--- config.mk ---
export PLATFORM = sky130hd
export DESIGN_NAME = sfr_frame_rx
export DESIGN_NICKNAME = d
export VERILOG_FILES = /design/src/rtl/sfr_pkg.sv /design/src/rtl/sfr_word_class.sv /design/src/rtl/sfr_frame_fsm.sv /design/src/rtl/sfr_sideband.sv /design/src/rtl/sfr_frame_rx.sv
export SDC_FILE = /design/constraint.sdc
export NUM_CORES = 1
export LEC_CHECK = 0
export BUFFER_PORTS_ARGS = -buffer_cell sky130_fd_sc_hd__buf_4
export CAP_MARGIN = 10
export CELL_PAD_IN_SITES_DETAIL_PLACEMENT = 1
export CELL_PAD_IN_SITES_GLOBAL_PLACEMENT = 1
export CORE_AREA = 4 4 73 75
export DETAILED_ROUTE_END_ITERATION = 12
export DIE_AREA = 0 0 77 79
export PLACE_DENSITY = 0.92
export SLEW_MARGIN = 20
export SYNTH_ARGS = -nofsm -noshare
export SYNTH_HDL_FRONTEND = slang
export SYNTH_SLANG_ARGS = --single-unit
--- constraint.sdc ---
create_clock -name clk -period 3.43 [get_ports clk]
set_clock_uncertainty 0.2 [all_clocks]
set_input_delay 1.029 -clock clk [delete_from_list [all_inputs] [get_ports clk]]
set_output_delay 1.029 -clock clk [all_outputs]
set_load 0.02 [all_outputs]
--- src/rtl/sfr_pkg.sv ---
package sfr_pkg;
   localparam int CODE_W = 5;

   localparam logic [CODE_W-1:0] C_IDLE = 5'h00;
   localparam logic [CODE_W-1:0] C_MEOF = 5'h14;
   localparam logic [CODE_W-1:0] C_FEOF = 5'h15;
   localparam logic [CODE_W-1:0] C_SWDV = 5'h16;
   localparam logic [CODE_W-1:0] C_STOP = 5'h17;
   localparam logic [CODE_W-1:0] C_GO   = 5'h18;

   typedef enum logic [1:0] {
      ST_IDLE  = 2'd0,
      ST_FRAME = 2'd1,
      ST_SYNCF = 2'd2
   } rx_state_e;

   typedef enum logic [3:0] {
      K_NONE, K_DATA, K_SOF, K_SEOF, K_MEOF, K_FEOF, K_SWDV, K_STOP, K_GO, K_BAD
   } word_kind_e;

   typedef struct packed {
      word_kind_e kind;
      logic [2:0] arg;
   } word_cls_t;
endpackage

--- src/rtl/sfr_word_class.sv ---
module sfr_word_class
   import sfr_pkg::*;
(
   input  logic              in_valid,
   input  logic              in_ctrl,
   input  logic [CODE_W-1:0] in_code,
   output word_cls_t         cls
);
   always_comb begin
      cls.arg  = in_code[2:0];
      cls.kind = K_NONE;
      if (in_valid) begin
         if (!in_ctrl) begin
            cls.kind = K_DATA;
         end else if (in_code[4:3] == 2'b01) begin
            cls.kind = K_SOF;
         end else if (in_code[4:2] == 3'b100) begin
            cls.kind = K_SEOF;
         end else begin
            case (in_code)
               C_IDLE:  cls.kind = K_NONE;
               C_MEOF:  cls.kind = K_MEOF;
               C_FEOF:  cls.kind = K_FEOF;
               C_SWDV:  cls.kind = K_SWDV;
               C_STOP:  cls.kind = K_STOP;
               C_GO:    cls.kind = K_GO;
               default: cls.kind = K_BAD;
            endcase
         end
      end
   end
endmodule

--- src/rtl/sfr_frame_fsm.sv ---
module sfr_frame_fsm
   import sfr_pkg::*;
#(
   parameter int DATA_W = 32
) (
   input  logic              clk,
   input  logic              rst_n,
   input  word_cls_t         cls,
   input  logic [DATA_W-1:0] word,
   output logic              nx_we,
   output logic              nx_sync,
   output logic [DATA_W-1:0] nx_data,
   output logic              nx_err
);
   rx_state_e st_q, st_d;
   logic      pend_q, pend_d;

   always_comb begin
      st_d    = st_q;
      pend_d  = pend_q;
      nx_we   = 1'b0;
      nx_sync = 1'b0;
      nx_err  = 1'b0;
      case (cls.kind)
         K_DATA: begin
            if (st_q == ST_IDLE) nx_err = 1'b1;
            else                 nx_we  = 1'b1;
         end
         K_SOF: begin
            nx_err = (st_q != ST_IDLE);
            st_d   = pend_q ? ST_SYNCF : ST_FRAME;
            pend_d = 1'b0;
         end
         K_SEOF: st_d = ST_IDLE;
         K_MEOF: begin
            if (st_q == ST_IDLE) begin
               nx_err = 1'b1;
            end else begin
               nx_we   = 1'b1;
               nx_sync = 1'b1;
               st_d    = ST_IDLE;
            end
         end
         K_FEOF: begin
            nx_err = (st_q != ST_FRAME);
            st_d   = ST_IDLE;
         end
         K_SWDV: pend_d = 1'b1;
         K_BAD:  nx_err = 1'b1;
         default: ;
      endcase
   end

   assign nx_data = nx_sync ? '0 : word;

   always_ff @(posedge clk or negedge rst_n) begin
      if (!rst_n) begin
         st_q   <= ST_IDLE;
         pend_q <= 1'b0;
      end else begin
         st_q   <= st_d;
         pend_q <= pend_d;
      end
   end
endmodule

--- src/rtl/sfr_sideband.sv ---
module sfr_sideband
   import sfr_pkg::*;
(
   input  logic      clk,
   input  logic      rst_n,
   input  word_cls_t cls,
   output logic [2:0] lvl3,
   output logic [1:0] stat2,
   output logic       stopped
);
   always_ff @(posedge clk or negedge rst_n) begin
      if (!rst_n) begin
         lvl3    <= '0;
         stat2   <= '0;
         stopped <= 1'b0;
      end else begin
         if (cls.kind == K_SOF)  lvl3    <= cls.arg;
         if (cls.kind == K_SEOF) stat2   <= cls.arg[1:0];
         if (cls.kind == K_STOP) stopped <= 1'b1;
         if (cls.kind == K_GO)   stopped <= 1'b0;
      end
   end
endmodule

--- src/rtl/sfr_frame_rx.sv ---
module sfr_frame_rx
   import sfr_pkg::*;
#(
   parameter int DATA_W  = 32,
   parameter int OUT_REG = 1
) (
   input  logic              clk,
   input  logic              rst_n,
   input  logic              in_valid,
   input  logic              in_ctrl,
   input  logic [DATA_W-1:0] in_word,
   output logic              wr_en,
   output logic              wr_sync,
   output logic [DATA_W-1:0] wr_data,
   output logic              proto_err,
   output logic              pio1,
   output logic              pio2,
   output logic              dir,
   output logic              rmt_ovf,
   output logic              rmt_nrdy,
   output logic              rmt_stopped
);
   generate
      if (DATA_W < CODE_W) begin : g_bad_width
         $error("sfr_frame_rx: DATA_W must hold a control code");
      end
      if (OUT_REG != 0 && OUT_REG != 1) begin : g_bad_reg
         $error("sfr_frame_rx: OUT_REG must be 0 or 1");
      end
   endgenerate

   word_cls_t         cls;
   logic              nx_we, nx_sync, nx_err;
   logic [DATA_W-1:0] nx_data;
   logic [2:0]        lvl3;
   logic [1:0]        stat2;

   sfr_word_class u_class (
      .in_valid (in_valid),
      .in_ctrl  (in_ctrl),
      .in_code  (in_word[CODE_W-1:0]),
      .cls      (cls)
   );

   sfr_frame_fsm #(.DATA_W(DATA_W)) u_fsm (
      .clk     (clk),
      .rst_n   (rst_n),
      .cls     (cls),
      .word    (in_word),
      .nx_we   (nx_we),
      .nx_sync (nx_sync),
      .nx_data (nx_data),
      .nx_err  (nx_err)
   );

   sfr_sideband u_side (
      .clk     (clk),
      .rst_n   (rst_n),
      .cls     (cls),
      .lvl3    (lvl3),
      .stat2   (stat2),
      .stopped (rmt_stopped)
   );

   assign {pio1, pio2, dir}   = lvl3;
   assign {rmt_ovf, rmt_nrdy} = stat2;

   generate
      if (OUT_REG != 0) begin : g_out_reg
         always_ff @(posedge clk or negedge rst_n) begin
            if (!rst_n) begin
               wr_en     <= 1'b0;
               wr_sync   <= 1'b0;
               wr_data   <= '0;
               proto_err <= 1'b0;
            end else begin
               wr_en     <= nx_we;
               wr_sync   <= nx_sync;
               wr_data   <= nx_we ? nx_data : '0;
               proto_err <= nx_err;
            end
         end
      end else begin : g_out_comb
         assign wr_en     = nx_we;
         assign wr_sync   = nx_sync;
         assign wr_data   = nx_we ? nx_data : '0;
         assign proto_err = nx_err;
      end
   endgenerate
endmodule

==> reports/results.md <==
### Pwr
• **clock share of power** 28.0%
• **worst-case vdd ir drop** 215 uV
• **total power divided by cell area** 485 nW/um2
• **Leak Pwr** 1.25 nW
• **switching power as a share of total power** 27.3%
• **Power, Total** 1.16 mW
• **Net Switching** 0.317 mW
• **Internal Pwr Total** 0.844 mW
• **sequential share of power** 50.0%
• **proportion of power drawn by combinational gates** 22.0%

### Synth
• **post-synthesis instance area** 1700 um2
• **share of cell area taken by muxes after synthesis** 1.99%
• **post-synthesis share of cell area spent on full adders, half adders and majority gates** 0%
• **fraction of post-synthesis cell area in the top cell type by area** 64.9%
• **Synth area leaders** dfrtp_1 (65%), and2_1 (11%), nand2_1 (3.5%)
• **complex-gate fraction of the synthesized area** 7.53%
• **Syn Inst Count** 138
• **synthesis warning total** 0
• **sequential share of the synthesized area** 64.9%
• **Netlist cell types** 30
• **main combinational cell family by area after synthesis** simple AND/OR/NAND/NOR gates
• **Synth Net Count** 174
• **simple-gate share of the synthesized area** 22.3%
• **xor/xnor cell area share of the yosys netlist** 0%
• **synthesis-stage register bit count** 44
• **Syn Area/Cell** 12.3 um2
• **post-synth top area cell** dfrtp_1

### Timing
• **worst relative slew slack** 64.4%
• **Setup TNS Final** 0 ns
• **final worst-path cycle share** 72.8%
• **transition at the pin with the smallest max-transition slack** 0.534 ns
• **Max Slew Vio Count** 0
• **Period minus WS final** 2.50 ns
• **Worst Hold Margin** 0.290 ns
• **post-layout worst setup margin** 0.934 ns
• **RSZ-0062 raised after global routing** no
• **Finish-stage setup viols** 0
• **timing-limited maximum frequency** 401 MHz
• **final number of hold-violating endpoints** 0

### Placement
• **number of placed instances with taps included** 264
• **number of buffers inserted by port buffering** 76
• **total placed instance area** 2300 um2
• **Final HPWL DP** 3.18 mm
• **post-placement worst setup slack** 0.622 ns
• **final estimated routing congestion in global placement** 0.807

### Global route
• **largest net degree at the start of global routing** 45
• **global-route wire length before repair** 6.78 mm
• **total congestion overflow** 0
• **number of antenna violations at the first check in global routing** 0
• **via count of the first global-routing pass** 1448
• **Total Routing Usage GR** 14.2%

### Worst setup path
• **peak fanout along the critical path** 16
• **Worst Reg2Reg Path Length in Cells** 5
• **nature of the critical path startpoint** input port
• **Reg-to-Reg Start** u_fsm.st_q[1]
• **arrival time at the worst endpoint** 2.52 ns
• **critical path start-end classification** input port to flop
• **WP data required** 3.45 ns
• **sort of element at the end of the critical path** flop
• **reg-to-reg slack, setup** 1.68 ns
• **end of the worst register-to-register path** wr_data[11]

### Layout
• **layout overhead on the synthesized area** 41.3%
• **final std cells w/o fill** 272
• **Fillers** 517
• **nets@finish** 253
• **share of final-layout standard cells stronger than drive strength 1** 42.7%
• **post-layout instance area** 2390 um2
• **Core Util, Final** 51.4%
• **Inserted Diodes** 0

### Clocking
• **clock-pin slew on the worst setup and hold paths** 0.08 ns
• **later-pin clock latency in the skew report** 0.28 ns
• **post-CTS setup-driven buffer insertion count** 0
• **cell at the root of the clock tree** clkbuf_8
• **number of clock buffers inserted by TritonCTS** 5
• **hold bufs inserted after CTS** 0
• **number of clock sinks seen by CTS** 44
• **TritonCTS clock tree** yes
• **H-tree lvl count** 2
• **total of cells resized after clock tree synthesis** 0
• **maximum buffer depth of the clock tree** 2

### Route
• **initial drt markers** 29
• **via count normalized by instance count** 4.70
• **DRC** 0
• **post-route antenna net violation count** 0
• **via count** 1278
• **DR WL/cell** 15.3 um
• **number of iterations in the first detailed-routing pass** 4
• **wire length after detailed routing** 4.17 mm

### Floorplanning
• **ports placed on the boundary** 77
• **total number of placement rows** 25
• **area inside the core boundary** 4660 um2
• **Vert. Die Dim** 79 um
• **die area** 6080 um2
• **Initial Utilization** 36.4%
• **Die Wd** 77 um

### Min path
• **Hold Crit Class** flop to flop
• **startpoint of the lowest-slack hold path** u_side.lvl3[2]
• **Hold Crit Endpoint** u_side.lvl3[2]
• **number of cells on the worst hold path** 2

### Run status
• **run status** complete, no violations

### Job
• **Max Cap Viol** 0

==> cells by family after synthesis <==
kind of cell	after synthesis
mux	3
buf+inv	8
flops	44
compound gates	15
simple gates	68
==> Yosys cell counts (all sizes together) <==
cell type  count
a2111oi        1
a211o          1
a211oi         3
a21oi          5
a2bb2oi        1
and2          30
and2b          1
and3           1
buf            5
clkbuf         1
dfrtp         44
inv            2
mux2           3
nand2         16
nand2b         1
nand3          2
nand3b         1
nor2           8
nor2b          1
nor3           1
nor3b          1
nor4           1
nor4b          2
o21bai         1
o221ai         1
o22ai          2
or2            1
or3            1
==> power groups by stage <==
stage / sequential [mW] / clock (mW) / combinational [mW]
after floorplan: 0.643 / 0 / 0.0799
after global placement: 0.589 / 0 / 0.252
after detailed placement: 0.591 / 0 / 0.260
after CTS: 0.582 / 0.344 / 0.261
after global routing: 0.586 / 0.362 / 0.277
final: 0.581 / 0.324 / 0.255
==> state kept, by name, indices dropped and copies added (netlist names) <==
register	cells
wr_sync	1
wr_data	32
u_side.stopped	1
u_side.stat2	2
proto_err	1
u_side.lvl3	3
u_fsm.st_q	2
wr_en	1
u_fsm.pend_q	1
==> cells in the final DEF, fill, tap and decap left out <==
master      instances
dfrtp_1            44
a21oi_1             5
or3_1               1
nor3b_1             1
nand3_1             2
a2111oi_4           1
nor2b_2             1
o22ai_1             1
buf_4              78
and3_1              1
clkbuf_8            6
o221ai_1            1
clkinvlp_4          1
o22ai_2             1
o21bai_1            1
nand2b_1            1
clkbuf_1            1
a211o_1             1
a2bb2oi_1           1
nor3_1              1
a211oi_1            3
nor4_1              1
inv_1               2
or2_4               1
nor4b_1             2
and2_1             30
nor2_1              8
and2b_4             1
mux2_2              3
nand3b_1            1
nand2_1            16
==> metal layers <==
metal	wire, um	track usage (%)	up-vias
li1	-	-	606
met1	1520	15.0	625
met2	2350	27.4	45
met3	272	3.74	2
met4	27	4.80	0
met5	0	0	-
==> worst max-delay path by stage <==
stage               start          end  slack, ns  cells past startpoint
2_1_floorplan  in_word[1]   wr_data[2]       0.88                      7
3_3_place_gp   in_word[4]   wr_data[4]       0.72                      7
3_5_place_dp   in_word[4]   wr_data[6]       0.62                      7
4_1_cts        in_word[4]   wr_data[6]       0.93                      7
5_1_grt        in_word[4]   wr_data[0]       0.74                      6
6_report       in_word[4]  wr_data[11]       0.93                      7
==> layout make-up <==
class / count / area (um2) / area share, %
flip-flops and latches: 44 / 1100 / 46.0
clock inverters: 1 / 7.51 / 0.313
multi-input cells: 86 / 539 / 22.5
clock buffers: 7 / 86.3 / 3.61
inverters: 2 / 7.51 / 0.313
repair buffers: 78 / 586 / 24.5
well taps: 54 / 67.6 / 2.82
==> critical path, stage by stage <==
cell and delay, ns:
buf_4 0.13, nor2b_2 0.17, a21oi_1 0.19, o22ai_2 0.17
a2111oi_4 0.42, buf_4 0.25, and2_1 0.15
Note: power is estimated with default switching activity, not from simulation.
